`config.mk`:
```
export PLATFORM = sky130hd
export DESIGN_NAME = sram_selftest
export DESIGN_NICKNAME = d
export VERILOG_FILES = /design/src/rtl/sram_selftest_pkg.sv /design/src/rtl/stest_patgen.sv /design/src/rtl/stest_sig.sv /design/src/rtl/stest_ctrl.sv /design/src/rtl/sram_selftest.sv
export SDC_FILE = /design/constraint.sdc
export NUM_CORES = 1
export LEC_CHECK = 0
export ABC_CLOCK_PERIOD_IN_PS = 3440
export BUFFER_PORTS_ARGS = -buffer_cell sky130_fd_sc_hd__buf_2
export CORE_MARGIN = 2
export CORE_UTILIZATION = 30
export CTS_CLUSTER_SIZE = 10
export DETAILED_ROUTE_END_ITERATION = 12
export GPL_TIMING_DRIVEN = 1
export PLACE_DENSITY = 0.58
export SYNTH_ARGS = -nofsm -noshare
export SYNTH_HDL_FRONTEND = slang
export SYNTH_HIERARCHICAL = 1
export SYNTH_SLANG_ARGS = --single-unit
```
`constraint.sdc`:
```
create_clock -name clk -period 3.44 [get_ports clk]
set_input_delay 0.344 -clock clk [delete_from_list [all_inputs] [get_ports clk]]
set_output_delay 0.344 -clock clk [all_outputs]
set_load 0.05 [all_outputs]
```
`src/rtl/sram_selftest_pkg.sv`:
```
package sram_selftest_pkg;

    typedef enum logic [1:0] {
        OP_FILL   = 2'd0,
        OP_VERIFY = 2'd1,
        OP_SIGN   = 2'd2,
        OP_PROBE  = 2'd3
    } op_e;

    typedef enum logic [3:0] {
        ST_IDLE,
        ST_SAVE_RD,
        ST_SAVE_CAP,
        ST_PROBE_WLO,
        ST_PROBE_RLO,
        ST_PROBE_CLO,
        ST_PROBE_WHI,
        ST_PROBE_RHI,
        ST_PROBE_CHI,
        ST_RESTORE,
        ST_FILL,
        ST_RD_ISSUE,
        ST_RD_CHECK
    } state_e;

endpackage

```
`src/rtl/stest_patgen.sv`:
```
module stest_patgen #(
    parameter int DATA_W = 8
) (
    input  logic [DATA_W-1:0] idx,
    input  logic              desc,
    output logic [DATA_W-1:0] pat
);
    // Ascending ramp is the index itself; descending is its complement,
    // which equals all-ones minus the index and wraps the same way.
    always_comb begin
        pat = desc ? ~idx : idx;
    end
endmodule

```
`src/rtl/stest_sig.sv`:
```
module stest_sig #(
    parameter int DATA_W = 8,
    parameter int SUM_W  = 16
) (
    input  logic              clk,
    input  logic              rst_n,
    input  logic              clr,
    input  logic              add,
    input  logic [DATA_W-1:0] din,
    output logic [SUM_W-1:0]  sum,
    output logic [DATA_W-1:0] xsig
);
    always_ff @(posedge clk or negedge rst_n) begin
        if (!rst_n) begin
            sum  <= '0;
            xsig <= '0;
        end else if (clr) begin
            sum  <= '0;
            xsig <= '0;
        end else if (add) begin
            sum  <= sum + SUM_W'(din);
            xsig <= xsig ^ din;
        end
    end
endmodule

```
`src/rtl/stest_ctrl.sv`:
```
module stest_ctrl
    import sram_selftest_pkg::*;
#(
    parameter  int ADDR_W = 10,
    parameter  int DATA_W = 8,
    localparam int LEN_W  = ADDR_W + 1
) (
    input  logic              clk,
    input  logic              rst_n,
    input  logic              start,
    input  logic [1:0]        op,
    input  logic              desc,
    input  logic [ADDR_W-1:0] base,
    input  logic [LEN_W-1:0]  len,
    output logic              mem_en,
    output logic              mem_we,
    output logic [ADDR_W-1:0] mem_addr,
    output logic [DATA_W-1:0] mem_wdata,
    input  logic [DATA_W-1:0] mem_rdata,
    output logic [DATA_W-1:0] pat_idx,
    output logic              pat_desc,
    input  logic [DATA_W-1:0] pat_byte,
    output logic              sig_clr,
    output logic              sig_add,
    output logic              busy,
    output logic              done,
    output logic              err,
    output logic              nomem,
    output logic [ADDR_W-1:0] fail_addr,
    output logic [DATA_W-1:0] fail_exp,
    output logic [DATA_W-1:0] fail_act
);
    localparam logic [DATA_W-1:0] PRB_LO = {(DATA_W/2){2'b01}};
    localparam logic [DATA_W-1:0] PRB_HI = ~PRB_LO;

    state_e            state_q, state_d;
    op_e               op_q;
    logic              desc_q;
    logic [ADDR_W-1:0] base_q;
    logic [LEN_W-1:0]  len_q;
    logic [LEN_W-1:0]  idx_q;
    logic [DATA_W-1:0] saved_q;
    logic              done_q, err_q, nomem_q;
    logic [ADDR_W-1:0] faddr_q;
    logic [DATA_W-1:0] fexp_q, fact_q;

    logic              accept;
    logic              last;
    logic              lo_ok, hi_ok, miss;
    logic [ADDR_W-1:0] cur_addr;

    assign accept   = (state_q == ST_IDLE) && start;
    assign last     = (idx_q == len_q - LEN_W'(1));
    assign lo_ok    = (mem_rdata == PRB_LO);
    assign hi_ok    = (mem_rdata == PRB_HI);
    assign miss     = (op_q == OP_VERIFY) && (mem_rdata != pat_byte);
    assign cur_addr = base_q + idx_q[ADDR_W-1:0];
    assign pat_idx  = DATA_W'(idx_q);
    assign pat_desc = desc_q;

    // State register
    always_ff @(posedge clk or negedge rst_n) begin
        if (!rst_n) begin
            state_q <= ST_IDLE;
        end else begin
            state_q <= state_d;
        end
    end

    // Next-state logic
    always_comb begin
        state_d = state_q;
        unique case (state_q)
            ST_IDLE:      if (start && (len != '0)) state_d = ST_SAVE_RD;
            ST_SAVE_RD:   state_d = ST_SAVE_CAP;
            ST_SAVE_CAP:  state_d = ST_PROBE_WLO;
            ST_PROBE_WLO: state_d = ST_PROBE_RLO;
            ST_PROBE_RLO: state_d = ST_PROBE_CLO;
            ST_PROBE_CLO: state_d = lo_ok ? ST_PROBE_WHI : ST_IDLE;
            ST_PROBE_WHI: state_d = ST_PROBE_RHI;
            ST_PROBE_RHI: state_d = ST_PROBE_CHI;
            ST_PROBE_CHI: state_d = hi_ok ? ST_RESTORE : ST_IDLE;
            ST_RESTORE: begin
                unique case (op_q)
                    OP_FILL:   state_d = ST_FILL;
                    OP_VERIFY: state_d = ST_RD_ISSUE;
                    OP_SIGN:   state_d = ST_RD_ISSUE;
                    OP_PROBE:  state_d = ST_IDLE;
                    default:   state_d = ST_IDLE;
                endcase
            end
            ST_FILL:      if (last) state_d = ST_IDLE;
            ST_RD_ISSUE:  state_d = ST_RD_CHECK;
            ST_RD_CHECK:  state_d = (miss || last) ? ST_IDLE : ST_RD_ISSUE;
            default:      state_d = ST_IDLE;
        endcase
    end

    // Outputs
    always_comb begin
        mem_en    = 1'b0;
        mem_we    = 1'b0;
        mem_addr  = base_q;
        mem_wdata = '0;
        sig_add   = 1'b0;
        sig_clr   = accept;
        busy      = (state_q != ST_IDLE);
        unique case (state_q)
            ST_SAVE_RD:   mem_en = 1'b1;
            ST_PROBE_WLO: begin
                mem_en    = 1'b1;
                mem_we    = 1'b1;
                mem_wdata = PRB_LO;
            end
            ST_PROBE_RLO: mem_en = 1'b1;
            ST_PROBE_WHI: begin
                mem_en    = 1'b1;
                mem_we    = 1'b1;
                mem_wdata = PRB_HI;
            end
            ST_PROBE_RHI: mem_en = 1'b1;
            ST_RESTORE: begin
                mem_en    = 1'b1;
                mem_we    = 1'b1;
                mem_wdata = saved_q;
            end
            ST_FILL: begin
                mem_en    = 1'b1;
                mem_we    = 1'b1;
                mem_addr  = cur_addr;
                mem_wdata = pat_byte;
            end
            ST_RD_ISSUE: begin
                mem_en   = 1'b1;
                mem_addr = cur_addr;
            end
            ST_RD_CHECK:  sig_add = (op_q == OP_SIGN);
            default: ;
        endcase
    end

    // Command and status registers
    always_ff @(posedge clk or negedge rst_n) begin
        if (!rst_n) begin
            op_q    <= OP_FILL;
            desc_q  <= 1'b0;
            base_q  <= '0;
            len_q   <= '0;
            idx_q   <= '0;
            saved_q <= '0;
            done_q  <= 1'b0;
            err_q   <= 1'b0;
            nomem_q <= 1'b0;
            faddr_q <= '0;
            fexp_q  <= '0;
            fact_q  <= '0;
        end else begin
            unique case (state_q)
                ST_IDLE: begin
                    if (start) begin
                        op_q    <= op_e'(op);
                        desc_q  <= desc;
                        base_q  <= base;
                        len_q   <= len;
                        idx_q   <= '0;
                        done_q  <= (len == '0);
                        err_q   <= 1'b0;
                        nomem_q <= 1'b0;
                        faddr_q <= '0;
                        fexp_q  <= '0;
                        fact_q  <= '0;
                    end
                end
                ST_SAVE_CAP:  saved_q <= mem_rdata;
                ST_PROBE_CLO: if (!lo_ok) begin
                    nomem_q <= 1'b1;
                    done_q  <= 1'b1;
                end
                ST_PROBE_CHI: if (!hi_ok) begin
                    nomem_q <= 1'b1;
                    done_q  <= 1'b1;
                end
                ST_RESTORE:   if (op_q == OP_PROBE) done_q <= 1'b1;
                ST_FILL: begin
                    if (last) done_q <= 1'b1;
                    else      idx_q  <= idx_q + LEN_W'(1);
                end
                ST_RD_CHECK: begin
                    if (miss) begin
                        err_q   <= 1'b1;
                        faddr_q <= cur_addr;
                        fexp_q  <= pat_byte;
                        fact_q  <= mem_rdata;
                        done_q  <= 1'b1;
                    end else if (last) begin
                        done_q  <= 1'b1;
                    end else begin
                        idx_q   <= idx_q + LEN_W'(1);
                    end
                end
                default: ;
            endcase
        end
    end

    assign done      = done_q;
    assign err       = err_q;
    assign nomem     = nomem_q;
    assign fail_addr = faddr_q;
    assign fail_exp  = fexp_q;
    assign fail_act  = fact_q;
endmodule

```
`src/rtl/sram_selftest.sv`:
```
module sram_selftest #(
    parameter  int ADDR_W = 10,
    parameter  int SUM_W  = 16,
    localparam int DATA_W = 8,
    localparam int LEN_W  = ADDR_W + 1
) (
    input  logic              clk,
    input  logic              rst_n,
    input  logic              cmd_start,
    input  logic [1:0]        cmd_op,
    input  logic              cmd_desc,
    input  logic [ADDR_W-1:0] cmd_base,
    input  logic [LEN_W-1:0]  cmd_len,
    output logic              mem_en,
    output logic              mem_we,
    output logic [ADDR_W-1:0] mem_addr,
    output logic [DATA_W-1:0] mem_wdata,
    input  logic [DATA_W-1:0] mem_rdata,
    output logic              st_busy,
    output logic              st_done,
    output logic              st_err,
    output logic              st_nomem,
    output logic [ADDR_W-1:0] st_fail_addr,
    output logic [DATA_W-1:0] st_fail_exp,
    output logic [DATA_W-1:0] st_fail_act,
    output logic [SUM_W-1:0]  st_sum,
    output logic [DATA_W-1:0] st_xor
);
    logic [DATA_W-1:0] pat_idx;
    logic [DATA_W-1:0] pat_byte;
    logic              pat_desc;
    logic              sig_clr, sig_add;

    stest_patgen #(.DATA_W(DATA_W)) u_pat (
        .idx  (pat_idx),
        .desc (pat_desc),
        .pat  (pat_byte)
    );

    stest_sig #(.DATA_W(DATA_W), .SUM_W(SUM_W)) u_sig (
        .clk  (clk),
        .rst_n(rst_n),
        .clr  (sig_clr),
        .add  (sig_add),
        .din  (mem_rdata),
        .sum  (st_sum),
        .xsig (st_xor)
    );

    stest_ctrl #(.ADDR_W(ADDR_W), .DATA_W(DATA_W)) u_ctrl (
        .clk      (clk),
        .rst_n    (rst_n),
        .start    (cmd_start),
        .op       (cmd_op),
        .desc     (cmd_desc),
        .base     (cmd_base),
        .len      (cmd_len),
        .mem_en   (mem_en),
        .mem_we   (mem_we),
        .mem_addr (mem_addr),
        .mem_wdata(mem_wdata),
        .mem_rdata(mem_rdata),
        .pat_idx  (pat_idx),
        .pat_desc (pat_desc),
        .pat_byte (pat_byte),
        .sig_clr  (sig_clr),
        .sig_add  (sig_add),
        .busy     (st_busy),
        .done     (st_done),
        .err      (st_err),
        .nomem    (st_nomem),
        .fail_addr(st_fail_addr),
        .fail_exp (st_fail_exp),
        .fail_act (st_fail_act)
    );
endmodule

```
### Word level (Yosys, flattened, before mapping)

Index checks and enable logic that the tools add are counted.

* add/sub/neg operators: 4
* equality and inequality tests: 27
* multiplexer cells: 40
* bitwise logic cells: 2
* reductions and logical operators: 24

Operators with widths (count)
* $pmux 4 s13: 1
* $mux 8: 6
* $mux 11: 3
* $pmux 11 s3: 1
* $mux 16: 2
* $pmux 8 s2: 2
* $pmux 8 s4: 1
* $mux 10: 3
* $eq 4x4->1 const B: 5
* $pmux 10 s2: 1
* $add 16x8->16: 1
* $eq 4x3->1 const B: 4
* $mux 4: 4
* $pmux 4 s3: 1
* $add 11x1->11 const B: 1
* $eq 11x11->1: 1
* $logic_not 11->1: 1
* $mux 1: 11
* $reduce_bool 11->1: 1
* $sub 11x1->11 const B: 1
* $add 10x10->10: 1
* $ne 2x2->1 const B: 5
* $eq 4x2->1 const B: 2
* $eq 8x7->1 const B: 1
* 27 further kinds: 37

* bits in registers: 100
* bits of input ports: 35
* logic and storage cells: 112

### Longest topological paths before layout

* word-level depth: 7
* depth in mapped cells: 11

### Hierarchy

Netlist, hierarchy kept.

By module, submodules not included
* stest_ctrl: instances 1, cells an instance 502, area an instance 4481.8 µm², sequential area each 1901.8 µm²
* stest_sig: instances 1, cells an instance 155, area an instance 1425.1 µm², sequential area each 600.6 µm²
* stest_patgen: instances 1, cells an instance 9, area an instance 81.3 µm², sequential area each 0.0 µm²

### Worst setup path before layout

Ideal clock, no wire load.

* path kind: register to output
* start: register u_ctrl.idx_q[0]
* end: output mem_addr[8]
* data arrival time: 3.201 ns
* required time: 3.096 ns
* setup slack: -0.105 ns
* cell stages (with the launch flop): 10
* buffers on the path: 0
* cell sequence: dfrtp_1 > ha_1 > fa_1 > a21o_1 > a21oi_1 > nor2b_1 > o21a_1 > o41a_1 > xnor2_1 > o21ai_0

* cells in the longest elaborated chain, start to end: 2

Ends and longest elaborated chain
* from (decl): line stest_ctrl.sv:41 `logic [LEN_W-1:0] idx_q;`
* from (signal assigned): line stest_ctrl.sv:186 `else idx_q <= idx_q + LEN_W'(1);`
* from (signal assigned): line stest_ctrl.sv:198 `idx_q <= idx_q + LEN_W'(1);`
* $add 10x10->10: line stest_ctrl.sv:57 `assign cur_addr = base_q + idx_q[ADDR_W-1:0];`
* $mux 10: line stest_ctrl.sv:108 `unique case (state_q)`
* to (decl): line sram_selftest.sv:16 `output logic [ADDR_W-1:0] mem_addr,`

No other way between the ends.

### Final worst setup path

* start: register u_ctrl.idx_q[1]
* end: output mem_addr[8]

Same word-level chain as after synthesis.

==> metrics.txt <==
mux cell area share after synthesis=0.0311; Area Growth Syn to Fin=18.4%; Final setup viols=0; total number of vias=around 5k; PD cells=765 nW/um^2; Synth Area in Compound Gates=0.169; Post-synth EDFFs=0; Critical Path RT=about 3.1 ns; wire length per cell=16.1 microns; crit-path cells=fa_1, a21o_1, a21oi_1, nor2b_1, o21a_1, o41a_1, xnor2_1, o21ai_1, buf_2; Synth cell types=62; Static Leak=between 3 and 4 nW; mapped cell area=5990 sq um; #FFs+latches synth=100; post-synthesis average cell area=around 9.0 sq um; H-tree depth=3; share of post-route cells with drive strength above 1=0.205; number of buffers added on ports=108; die height=145 microns; async set-reset flop share out of synthesis=1.00; Setup Skew=around 0.0086 ns; drt first pass iters=4; Switching Power=2.54 mW; first-pass GRT wire length=27000 microns; RSZ-0062 raised after global routing=no; simple-gate share of the synthesized area=0.205; vias in the first global route=4936; max incr delay on CP=approximately 0.52 ns; Critical path buffers and inverters=1; Design Area, Final=7090 sq um; Cell Rows=51; setup_tns=0 ns; Worst R2R Start=u_ctrl/len_q[0]; worst hold path class=in2reg; Slew headroom=0.474; Worst EP arrival=2.87 ns; Post-Syn Nets=725; worst hold margin=around 0.18 ns; Final ANT Viol Nets=0; Worst Setup Start Kind=register; VDD IR max=0.000282 V; Fillers=between 2k and 2.5k; initial antenna violation count=0; Initial Util=0.307; GPL Wtd Cong=0.883; placed cell area=approximately 6800 sq um; max cap viols=0; R2R Path End=u_ctrl/idx_q[5]; Syn Inst Count=666; area of the multi-input gates=around 3200 sq um; CTS tree=done; Syn. warnings=6; # IOs=109; final critical-path required period=between 3 and 4 ns; largest net degree at the start of global routing=63; worst-path fanout max=8; Seq/Total Area, Yosys=0.418; post-DP HPWL=12100 microns; # clock sinks=100; CP max-delay cell=dfrtp_1; Comb pwr share=0.491; Core ar.=19500 sq um; status=completed; commonest non-fill, non-tap cell in the layout=nand2_1; cell-internal power=2.88 mW; Register Area=2500 sq um; deepest clock path buffer count=2; top_reg_cell synth=dfrtp_1; largest family of logic cells by synthesized area=simple AND/OR/NAND/NOR gates; Place WS=0.437 ns; Adder-Cell Fraction of Synth Area=0.0527; most frequent cells in the layout=nand2_1 (121), buf_2 (106), dfrtp_1 (100); clock share of power=0.189; crit path capture type=output port; HP Start=cmd_base[8]; Final Max Tran Viols=0; Sw Ratio=0.468; Reg2Reg Depth=9; gr ovfl total=0; WHS Path Cells=3; initial DRC count=approximately 380; Total GRT Usage=0.160; CTS buffer count=9; DIE WIDTH=about 150 microns; worst reg2reg setup slack=0.43 ns; Slew @ Worst Pin=0.783 ns; clock latency on the worst-skew pair=around 0.35 ns; number of remaining DRC errors=0; number of diodes=0; Via density=4.96; Net count, final=821; Synth Area in XOR/XNOR=0.0819; critical path class=reg2out; Max Freq=311 MHz; sequential power share=0.319; Top delay family on crit path=compound AO/OA/AOI/OAI gates; CTS Root Cell=clkbuf_16; final WL=~17000 microns; DIE AREA=about 21000 sq um; fin crit share=0.934; Hold Vio Cnt, Final=0; Worst Slack Setup Final=about 0.23 ns; Hold Path End=u_ctrl/base_q[8]; clock slew at reported path FFs=0.07 ns
## flip-flops by register name, summed over array words and instances (netlist names)
name,cells
u_sig/sum,16
u_ctrl/idx_q,11
u_ctrl/len_q,11
u_ctrl/base_q,10
u_ctrl/fail_addr,10
u_ctrl/fail_act,8
u_ctrl/fail_exp,8
u_ctrl/saved_q,8
u_sig/xsig,8
u_ctrl/state_q,4
u_ctrl/op_q,2
u_ctrl/done,1
u_ctrl/err,1
u_ctrl/nomem,1
u_ctrl/pat_desc,1
## synth_stat cells (all sizes together), types with 2 or more instances
cell    instances  area share
nand2         121       0.076
dfrtp         100        0.42
o21ai          49       0.042
nor2           46       0.029
a21oi          34       0.028
xnor2          28       0.041
xor2           28       0.041
a22o           22       0.032
clkbuf         22       0.014
ha             22       0.046
buf            17       0.019
inv            14      0.0088
nor2b          14       0.015
mux2           13       0.024
nor3           12       0.011
or3            12       0.013
nand3          10      0.0084
nand2b          9      0.0094
or4             9       0.011
nand4           8      0.0084
o211ai          8       0.011
a21o            7      0.0088
and2            5      0.0052
nor4            5      0.0052
o21a            5      0.0063
a22oi           4      0.0050
mux2i           4      0.0067
nor4bb          4      0.0067
o31ai           4      0.0050
a211oi          3      0.0038
o22ai           3      0.0031
a221oi          2      0.0040
a31oi           2      0.0021
fa              2      0.0067
nor4b           2      0.0029
## power groups by stage
stage               registers, mW  clock network, mW  logic (mW)
global placement             1.75                  0        2.65
CTS                          1.73               1.06        2.68
detailed placement           1.75                  0        2.67
finish                       1.73               1.03        2.67
floorplan                    1.79                  0        1.94
global route                 1.78               1.10        2.92
## cell families (layout without fill, tap and decap cells)
logic type | Yosys count | after routing
simple gates | 261 | 261
compound gates | 155 | 155
flops | 100 | 100
xor+xnor | 56 | 56
buf+inv | 53 | 154
fa+ha+maj | 24 | 24
mux | 17 | 17
## final cells by class
| cell class | instances | share of cell area |
|---|---|---|
| multi-input cells | 513 | 0.457 |
| well taps | 265 | 0.0468 |
| repair buffers | 124 | 0.0943 |
| flip-flops and latches | 100 | 0.353 |
| inverters | 14 | 0.00741 |
| clock buffers | 10 | 0.0323 |
| clock inverters | 6 | 0.00883 |
## through the flow
| step | total power, mW | util | std cells |
|---|---|---|---|
| floorplan | 3.73 | - | 666 |
| global placement | 4.40 | 0.347 | 1015 |
| detailed placement | 4.42 | 0.347 | 1015 |
| CTS | 5.47 | 0.363 | 1032 |
| global route | 5.79 | 0.363 | 1032 |
| finish | 5.43 | 0.363 | 1032 |
## worst register-to-register path, stage by stage (launching register included)
cell	delay (ns)
dfrtp_1	0.43
inv_1	0.10
ha_1	0.31
xnor2_1	0.12
or4_1	0.50
or4_1	0.52
a221oi_2	0.22
buf_4	0.28
nor4_1	0.09
mux2_1	0.32
## worst max-delay path by stage
stage / depth (start not counted) / end / slack (ns) / from
global route: 9 / mem_addr[9] / 0.009 / u_ctrl/idx_q[4]
global placement: 9 / u_ctrl/idx_q[5] / 0.50 / u_ctrl/len_q[0]
finish: 9 / mem_addr[8] / 0.23 / u_ctrl/idx_q[1]
floorplan: 9 / mem_addr[6] / 0.16 / u_ctrl/idx_q[0]
detailed placement: 9 / u_ctrl/idx_q[5] / 0.44 / u_ctrl/len_q[0]
CTS: 9 / mem_addr[8] / 0.18 / u_ctrl/idx_q[1]
## per-layer routing
layer,vias up,track usage,share of wire
met2,90,0.250,0.46
met1,2467,0.224,0.49
met4,0,0.0593,0.020
met3,18,0.0236,0.032
met5,-,0,0
li1,2546,-,-
## repair_timing
| item | in CTS | in global routing |
|---|---|---|
| resized for setup | 0 | 1 |
| hold buffers | 1 | 0 |
| setup endpoints to repair | 0 | 1 |
| buffers inserted | 0 | 0 |
| endpoints found under the hold margin | 30 | 0 |
Power figures use the tool's default switching activity.
